--- src/rtl/rxs_pkg.sv ---
// Package: shared constants and helpers for the receive bit slipper.
// Assumes: data width is a power of two so the offset counter spans it exactly.
package rxs_pkg;

    localparam int RXS_DATA_W      = 64;
    localparam int RXS_SYNC_STAGES = 2;

    // Returns the next boundary offset, wrapping from limit-1 back to 0.
    function automatic int rxs_next_offset(input int cur, input int limit);
        if (cur >= limit - 1)
            return 0;
        return cur + 1;
    endfunction

endpackage

--- src/rtl/rxs_req_sync.sv ---
// Module: rxs_req_sync
// Brings the asynchronous slip request into the parallel clock domain through
// a flop chain, then emits a one-cycle pulse on each rising edge it sees.
// Assumes: the request stays high long enough for the chain to sample it
// (two parallel clocks), and STAGES is at least 2.
module rxs_req_sync #(
    parameter int STAGES = 2
) (
    input  logic clk,
    input  logic rst_n,
    input  logic req_async,
    output logic slip_pulse
);

    logic [STAGES-1:0] chain_q;
    logic              last_q;

    // First stage samples the raw asynchronous request.
    always_ff @(posedge clk) begin
        if (!rst_n)
            chain_q[0] <= 1'b0;
        else
            chain_q[0] <= req_async;
    end

    // Remaining stages of the synchronizer chain, one flop each.
    for (genvar s = 1; s < STAGES; s++) begin : g_stage
        always_ff @(posedge clk) begin
            if (!rst_n)
                chain_q[s] <= 1'b0;
            else
                chain_q[s] <= chain_q[s-1];
        end
    end

    // Remembers the previous synchronized level for edge detection.
    always_ff @(posedge clk) begin
        if (!rst_n)
            last_q <= 1'b0;
        else
            last_q <= chain_q[STAGES-1];
    end

    // A rising edge is a high synchronized level after a low one.
    assign slip_pulse = chain_q[STAGES-1] & ~last_q;

    // a held request never yields back-to-back pulses.
    a_r5_single_pulse: assert property (@(posedge clk) disable iff (!rst_n)
        slip_pulse |=> !slip_pulse);

endmodule

--- src/rtl/rxs_offset_ctr.sv ---
// Module: rxs_offset_ctr
// Holds the current word-boundary offset and advances it by one on each slip
// pulse, wrapping at the data width.
// Assumes: slip_pulse lasts one cycle per slip event.
module rxs_offset_ctr
    import rxs_pkg::*;
#(
    parameter int DATA_W = RXS_DATA_W,
    localparam int OFF_W = $clog2(DATA_W)
) (
    input  logic             clk,
    input  logic             rst_n,
    input  logic             slip_pulse,
    output logic [OFF_W-1:0] offset
);

    localparam logic [OFF_W-1:0] OFF_MAX = OFF_W'(DATA_W - 1);

    logic [OFF_W-1:0] offset_q;

    // Steps the offset on each slip pulse and clears it in reset.
    always_ff @(posedge clk) begin
        if (!rst_n)
            offset_q <= '0;
        else if (slip_pulse)
            offset_q <= OFF_W'(rxs_next_offset(int'(offset_q), DATA_W));
    end

    assign offset = offset_q;

    // a slip pulse always moves the offset.
    a_r4_step: assert property (@(posedge clk) disable iff (!rst_n)
        slip_pulse |=> offset_q != $past(offset_q));

    // without a pulse the offset holds.
    a_r4_hold: assert property (@(posedge clk) disable iff (!rst_n)
        !slip_pulse |=> $stable(offset_q));

    // the top offset wraps to zero.
    a_r6_wrap: assert property (@(posedge clk) disable iff (!rst_n)
        (slip_pulse && offset_q == OFF_MAX) |=> offset_q == '0);

endmodule

--- src/rtl/rxs_window.sv ---
// Module: rxs_window
// Captures incoming words (optionally inverted), keeps the previous one, and
// selects a DATA_W-bit window from the pair at the given offset through a
// staged logarithmic shifter. The selected word is registered at the output.
// Assumes: offset is below DATA_W and is stable within a cycle.
module rxs_window
    import rxs_pkg::*;
#(
    parameter int DATA_W = RXS_DATA_W,
    localparam int OFF_W = $clog2(DATA_W),
    localparam int CAT_W = 2 * DATA_W - 1
) (
    input  logic              clk,
    input  logic              rst_n,
    input  logic [DATA_W-1:0] raw_data,
    input  logic              invert_en,
    input  logic [OFF_W-1:0]  offset,
    output logic [DATA_W-1:0] aligned_data
);

    logic [DATA_W-1:0] in_word;
    logic [DATA_W-1:0] cur_q;
    logic [DATA_W-1:0] prev_q;
    logic [CAT_W-1:0]  stg [0:OFF_W];
    logic [DATA_W-1:0] win;
    logic [DATA_W-1:0] out_q;

    // Applies the runtime polarity flip to the incoming word.
    assign in_word = raw_data ^ {DATA_W{invert_en}};

    // Captures the newest word and ages the previous one.
    always_ff @(posedge clk) begin
        if (!rst_n) begin
            cur_q  <= '0;
            prev_q <= '0;
        end else begin
            cur_q  <= in_word;
            prev_q <= cur_q;
        end
    end

    // The newer word's top bit can never reach the window, so it is left out.
    assign stg[0] = {cur_q[DATA_W-2:0], prev_q};

    // Each stage shifts right by its power of two when its offset bit is set.
    for (genvar s = 0; s < OFF_W; s++) begin : g_shift
        assign stg[s+1] = offset[s] ? (stg[s] >> (1 << s)) : stg[s];
    end

    assign win = DATA_W'(stg[OFF_W]);

    // Registers the selected window as the block's output.
    always_ff @(posedge clk) begin
        if (!rst_n)
            out_q <= '0;
        else
            out_q <= win;
    end

    assign aligned_data = out_q;

    // the first output after reset is all zeros.
    a_r1_clear_after_reset: assert property (@(posedge clk) disable iff (!rst_n)
        $rose(rst_n) |-> out_q == '0);

    // at offset zero the older word passes straight through.
    a_r2_fixed_boundary: assert property (@(posedge clk) disable iff (!rst_n)
        (offset == '0) |=> out_q == $past(prev_q));

endmodule

--- src/rtl/rx_word_slipper.sv ---
// Module: rx_word_slipper
// Receive-side word boundary slipper. An asynchronous slip request is
// synchronized and edge-detected, each edge advances a wrapping bit offset,
// and the output is a window over two consecutive (optionally inverted) words.
// Assumes: slip requests are held high for at least two parallel clocks.
module rx_word_slipper
    import rxs_pkg::*;
#(
    parameter int DATA_W      = RXS_DATA_W,
    parameter int SYNC_STAGES = RXS_SYNC_STAGES,
    localparam int OFF_W      = $clog2(DATA_W)
) (
    input  logic              clk,
    input  logic              rst_n,
    input  logic [DATA_W-1:0] raw_data,
    input  logic              slip_req,
    input  logic              invert_en,
    output logic [DATA_W-1:0] aligned_data
);

    logic             slip_pulse;
    logic [OFF_W-1:0] offset;

    // Synchronizer and edge detector for the slip request.
    rxs_req_sync #(
        .STAGES     (SYNC_STAGES)
    ) u_req_sync (
        .clk        (clk),
        .rst_n      (rst_n),
        .req_async  (slip_req),
        .slip_pulse (slip_pulse)
    );

    // Wrapping boundary offset.
    rxs_offset_ctr #(
        .DATA_W     (DATA_W)
    ) u_offset_ctr (
        .clk        (clk),
        .rst_n      (rst_n),
        .slip_pulse (slip_pulse),
        .offset     (offset)
    );

    // Data capture, inversion and window selection.
    rxs_window #(
        .DATA_W       (DATA_W)
    ) u_window (
        .clk          (clk),
        .rst_n        (rst_n),
        .raw_data     (raw_data),
        .invert_en    (invert_en),
        .offset       (offset),
        .aligned_data (aligned_data)
    );

endmodule

--- config.mk ---
export PLATFORM = sky130hd
export DESIGN_NAME = rx_word_slipper
export DESIGN_NICKNAME = d
export VERILOG_FILES = /design/src/rtl/rxs_pkg.sv /design/src/rtl/rxs_req_sync.sv /design/src/rtl/rxs_offset_ctr.sv /design/src/rtl/rxs_window.sv /design/src/rtl/rx_word_slipper.sv
export SDC_FILE = /design/constraint.sdc
export NUM_CORES = 1
export LEC_CHECK = 0
export ABC_AREA = 1
export BUFFER_PORTS_ARGS = -buffer_cell sky130_fd_sc_hd__buf_2
export CAP_MARGIN = 15
export CORE_MARGIN = 2
export CORE_UTILIZATION = 45
export CTS_BUF_LIST = sky130_fd_sc_hd__clkbuf_4 sky130_fd_sc_hd__clkbuf_8
export DETAILED_ROUTE_END_ITERATION = 8
export PLACE_DENSITY = 0.64
export SLEW_MARGIN = 20
export SYNTH_ARGS = -nofsm -noshare
export SYNTH_HDL_FRONTEND = slang
export SYNTH_HIERARCHICAL = 1
export SYNTH_SLANG_ARGS = --single-unit
export TNS_END_PERCENT = 50
--- constraint.sdc ---
create_clock -name clk -period 1.5 [get_ports clk]
set_input_delay 0.45 -clock clk [delete_from_list [all_inputs] [get_ports clk]]
set_output_delay 0.45 -clock clk [all_outputs]
set_load 0.01 [all_outputs]
==> metrics.txt, run 1 <==
Relative slew margins=0.6950; Post-synth top cells=nand3_1 (874), nand2_1 (533), dfxtp_1 (201); dominant cell type by area after synthesis=nand3_1; maximum vdd drop=0.0007724 V; class of the worst hold path=in -> reg; CTS Hold Bufs=0; Area after DPL=14920 um2; Reg area=4066 um2; Vias/cell=6.211; latest clock arrival within the worst-skew pair=0.55 ns; Syn Area/Cell=6.106 um2; CTS tree=yes; Synth area leaders=nand3_1 (34%), dfxtp_1 (31%), nand2_1 (15%); sequence of cells on the critical path=buf_12 -> buf_16 -> buf_4 -> nand2_1 -> nand3_1 -> nand3_1 -> nand3_1 -> nand2_1 -> buf_4 -> nand2_4 -> nand3_2 -> a21oi_2; Primary FF master, synth=dfxtp_1; YS warnings=6; power share of the clock group=0.371; Initial DRT Pass Iterations=8; Worst Tran Pin Value=0.4575 ns; Highest Signal Layer=met4; layout cells sized above 1=0.3636; wire length on met3=7.321 mm; die width=174.2 um; clock root buffer=clkbuf_8; # H-tree levels=2; clk_skew=0.03158 ns; CTS buffer count=36; DIE HEIGHT=174.2 um; syn nets=2203; clk buf depth=3; DR iter-0 viols=2944; Nets=2377; HPWL Detailed=45.75 mm; slowest stage delay, CP=0.39 ns; final worst path period need=1.933 ns; Filler Cells Inserted=2611; Multi-input gate area=10080 um2; vias in the first global route=15070; Sw Pwr=5.217 mW; routed len/inst=23.85 um; Worst Path Required=1.97 ns; Post-synth EDFFs=0; number of max-cap violations=0; pwr/cell area=861.4 nW/um2; DRT antenna net count=0; count of input and output buffers=131; maximum clock rate=517.3 MHz; initial antenna violation count=0; most frequent cell on the critical path=nand3_1; register area share after synthesis=0.3088; clock-pin transition on the worst setup and hold timing paths=0.07 ns; Row Count=62; Initial Util=0.4552; Logic pwr share=0.255; first-pass GRT wire length=93.00 mm; FFs w/ async S/R, synth=0; failing checks=setup timing; sequential fraction of design power=0.374; Tot Pwr=16.06 mW; CP max stage cell=dfxtp_4; maximum fanout along the worst path=11; P_leak=8.598 nW; global route overflow=0; CTS sink count=201; post-synthesis cell area=13030 um2; count leader, synth=nand3_1; diode count=0; Area growth syn-to-layout=43.03%; Max Slew Vio Count=0; Routed WL=64.86 mm; met1 wire length=25.18 mm; DR WL met2=27.76 mm; post-synthesis cell count=2134; CP Launch Type=flip-flop; core box area=28630 um2; via count=16890; largest net degree at the start of global routing=65; arrival time at the worst endpoint=2.40 ns; unrepaired setup endpoints after global routing=true; status=finished, violations left; post-synth top area share=0.3357; Post-Layout Inst Area=18640 um2; Fin. Hold Viols=0; # IOs=132; DRC Markers=0; Int Power=10.84 mW; die area=30340 um2; final worst slack=-0.4330 ns; post-layout util=0.6512; CP Capture Type=flip-flop; synth unique cells=22; final worst path period share=1.289; Sw Share=0.3249; Sum Neg Setup Slack=-23.32 ns; Setup CP Type=reg -> reg; final setup fails=68; Synth Register Bits=201; GP Congestion=1.053; Overall Global Routing Usage=0.4067
[power by group through the flow]
stage	combinational [mW]	clock, mW	sequential (mW)
2_1_floorplan	1.91	0	6.00
3_3_place_gp	3.15	0	6.09
3_5_place_dp	3.17	0	6.08
4_1_cts	3.58	6.05	5.98
5_1_grt	4.33	6.30	6.02
6_report	4.09	5.96	6.01
[worst max-delay path: cells and delay by family (launching register included)]
kind                   cells  cell delay [ns]
DFF                        1             0.39
AOI/OAI and AO/OA          1             0.16
and+or+nand+nor            7             0.74
buffers and inverters      4             0.57
[cells in the final DEF, fill, tap and decap left out, drive strengths merged]
cell type	instances
clkinv	3
bufinv	4
o21ai	32
nand3	874
nor3b	1
clkinvlp	1
bufbuf	1
nor2	141
ha	1
nand2	533
xnor2	64
a21oi	40
inv	80
dfxtp	201
buf	298
o21bai	1
clkbuf	60
[layout make-up]
class / instances / area share
multi-input cells: 1687 / 0.5407
flip-flops and latches: 201 / 0.2182
repair buffers: 302 / 0.1528
clock buffers: 57 / 0.03705
well taps: 384 / 0.02578
inverters: 79 / 0.01725
clock inverters: 8 / 0.007854
repair inverters: 1 / 0.0003356
[state kept, by name (all words and copies together) (netlist names)]
signal and cells:
u_window/prev_q 64, u_req_sync/chain_q 2, u_window/aligned_data 64, u_offset_ctr/offset 6, u_window/cur_q 64, u_req_sync/last_q 1
[per-stage QoR]
stage | instances | setup WS, ns | hold WS [ns]
after floorplan | 2134 | 0.001720 | 0.3856
after global placement | 2627 | -0.6550 | 0.3904
after detailed placement | 2627 | -0.5983 | 0.4021
after CTS | 2711 | -0.3466 | 0.09738
after global routing | 2719 | -0.5132 | 0.1107
final | 2719 | -0.4330 | 0.1170
[cell families after synthesis]
logic type,count (synthesis),share of synthesized area
AND/OR/NAND/NOR,1549,0.5308
buffers and inverters,246,0.08824
flip-flops,201,0.3088
AO/OA/AOI/OAI,73,0.02823
XOR/XNOR,64,0.04302
adder cells (fa/ha/maj),1,0.0009600
[routing by layer]
layer  GRT usage  vias to the layer above
met2      0.6189                     1262
met4      0.2241                        0
li1            -                     7534
met1      0.5446                     7826
met3     0.07415                      266
met5           0                        -
[timing repair]
item,CTS,global route
setup buffers,8,5
pin swaps,28,44
resized for setup,260,277
gates cloned,11,3
setup endpoints to repair,75,73
hold endpoints to repair,0,0
[worst paths after layout]
| kind | startpoint | to | slack, ns | cells after the start |
|---|---|---|---|---|
| min | slip_req | u_req_sync/chain_q[0] | 0.12 | 3 |
| max reg2reg | u_offset_ctr/offset[0] | u_window/aligned_data[33] | -0.43 | 12 |
| max | u_offset_ctr/offset[0] | u_window/aligned_data[33] | -0.43 | 12 |
| min reg2reg | u_req_sync/chain_q[0] | u_req_sync/chain_q[1] | 0.41 | 2 |
(Power assumes the default switching activity.)
==> run 2: changes to the inputs <==
- PLACE_DENSITY: 0.64 -> 0.62
- clock period: 1.5 -> 2.45 ns (I/O delays scaled with it)
==> run 2 against run 1 <==
Compared with the run above: largest power group is now the clock network; register-to-register slack improved by 0.68 ns; the flow now finishes without violations; count of clock-buffer cells in the layout decreased by 7; maximum frequency fell by 12%; critical path depth fell by 2; setup slack better by 0.68 ns.
==> metrics.txt, run 2 (synthesis results as in run 1) <==
class of the worst hold path=in -> reg; Area growth syn-to-layout=14.11%; clock root buffer=clkbuf_8; FF-to-FF Start=u_offset_ctr/offset[0]; routed len/inst=22.63 um (-5.2%); slowest stage delay, CP=0.41 ns (+0.02 ns); count of input and output buffers=131 (unchanged); clock-pin transition on the worst setup and hold timing paths=0.06 ns (about the same); Fin. Hold Viols=0 (unchanged); WP depth=10 (-2); diode count=0 (unchanged); number of max-cap violations=0 (unchanged); CTS Hold Bufs=0 (unchanged); Row Count=62 (unchanged); P_leak=7.031 nW (-18%); # H-tree levels=2 (unchanged); CP max stage cell=dfxtp_4; Filler Cells Inserted=2992 (+15%); Nets=2258 (-5.0%); global route overflow=0 (unchanged); CTS buffer count=36 (unchanged); HPWL Detailed=44.70 mm (-2.3%); DR iter-0 viols=2341 (-20%); Sum Neg Setup Slack=0 ns (+23.32 ns); arrival time at the worst endpoint=2.64 ns (+0.24 ns); DRC Markers=0 (unchanged); Setup CP Type=reg -> reg; initial antenna violation count=0 (unchanged); GP Congestion=1.045 (-0.80%); CP Launch Type=flip-flop; pwr/cell area=626.0 nW/um2 (-27%); Initial DRT Pass Iterations=9 (+1); post-layout util=0.5195 (-0.1317); Post-CTS Resized=0 (-100%); die area=30340 um2 (unchanged); path depth of the worst reg2reg path=10 (-2); status=finished, final reports clean; CP Capture Type=flip-flop; vias in the first global route=14270 (-5.3%); final worst path period share=0.8985 (-0.3901); sequence of cells on the critical path=inv_8 -> buf_4 -> nand2_1 -> nand3_1 -> nand3_1 -> nand3_1 -> nand3_1 -> nand2_1 -> o21ai_0 -> nor2_1; DRT antenna net count=0 (unchanged); final worst path period need=2.201 ns (+0.2685 ns); layout cells sized above 1=0.1188 (-0.2448); DIE HEIGHT=174.2 um (unchanged); Buf/Inv on CP=2 (-2); flop2flop setup slack=0.25 ns (+0.68 ns); maximum fanout along the worst path=29 (+18); clk buf depth=3 (unchanged); Routed WL=58.78 mm (-9.4%); Vias/cell=6.019 (-3.1%); latest clock arrival within the worst-skew pair=0.56 ns (about the same); largest net degree at the start of global routing=102 (+57%); most frequent cells in the layout=nand3_1 (874), nand2_1 (533), dfxtp_1 (195); Worst Tran Pin Value=0.5454 ns (+0.08797 ns); final setup fails=0 (-100%); most frequent cell on the critical path=nand3_1; CTS tree=yes; CP Launch Point=u_offset_ctr/offset[0]; Initial Util=0.4552 (unchanged); CTS sink count=201 (unchanged); Relative slew margins=0.6364 (-0.05865); Worst Path Required=2.89 ns (+0.92 ns); CP endpoint=u_window/aligned_data[17]; # IOs=132 (unchanged); Overall Global Routing Usage=0.3836 (-0.02309); first-pass GRT wire length=88.00 mm (-5.4%); die width=174.2 um (unchanged); Setup Buffers After CTS=0 (-8); crit-path leading delay family=simple AND/OR/NAND/NOR gates; most common cell after layout, fill and taps aside=nand3_1; Critical R2R Capture=u_window/aligned_data[17]; Max Slew Vio Count=0 (unchanged); unrepaired setup endpoints after global routing=false; maximum vdd drop=0.0006351 V (-18%); via count=15640 (-7.4%); core box area=28630 um2 (unchanged); maximum clock rate=454.2 MHz (-12%); clk_skew=0.03127 ns (-0.0003116 ns)
==> run 2: changes by cell type in the layout (fill, tap and decap cells not counted), sizes merged <==
cell / change
clkinv: +5
clkbuf: -10
bufbuf: -1
bufinv: +1
inv: -2
buf: -114
==> run 2: where the power goes <==
group / internal (mW) / switching, mW / total, mW
clock network: 2.25 / 1.53 / 3.78
registers: 3.48 / 0.215 / 3.70
logic: 0.609 / 1.22 / 1.83
==> run 2: worst min path at each step <==
stage                     cells past startpoint                     to  slack [ns]             startpoint
final                                         3  u_req_sync/chain_q[0]        0.40               slip_req
after floorplan                               2  u_req_sync/chain_q[1]        0.39  u_req_sync/chain_q[0]
after CTS                                     3  u_req_sync/chain_q[0]        0.39               slip_req
after global routing                          3  u_req_sync/chain_q[0]        0.40               slip_req
after detailed placement                      2    u_window/prev_q[63]        0.41     u_window/cur_q[63]
after global placement                        2  u_req_sync/chain_q[1]        0.39  u_req_sync/chain_q[0]
==> run 2: worst min-delay path, delay by kind of cell <==
| family | cells | cell delay [ns] |
|---|---|---|
| buffers and inverters | 2 | 0.14 |
| and+or+nand+nor | 1 | 0.05 |
==> run 2: area by class of cell <==
type | instances | area, um2 | area share
sequential | 201 | 4041 | 0.2718
timing repair buffer | 184 | 1321 | 0.08885
clock buffer | 50 | 644.4 | 0.04333
clock inverter | 13 | 219.0 | 0.01472
multi-input combinational | 1687 | 7858 | 0.5284
tap | 384 | 480.5 | 0.03231
inverter | 79 | 306.5 | 0.02061
==> run 2: through the flow <==
stage               instance area (um2)  power [mW]  hold slack, ns  setup slack, ns  instances
CTS                               14870       9.311          0.3901           0.2971       2598
detailed placement                14010       5.537          0.4063           0.2839       2535
global placement                  14010       5.524          0.3931           0.2489       2535
global route                      14870       9.699          0.4010           0.2150       2598
finish                            14870       9.308          0.4037           0.2486       2598
floorplan                         13030       4.842          0.3856           0.7339       2134
==> run 2: layer usage <==
layer,wire (um),track usage,share of wire,vias to the layer above
met5,0,0,0,-
met4,3471,0.2027,0.059,0
met3,5655,0.05359,0.096,137
met2,25660,0.5961,0.44,932
met1,23990,0.5170,0.41,7296
li1,-,-,-,7272
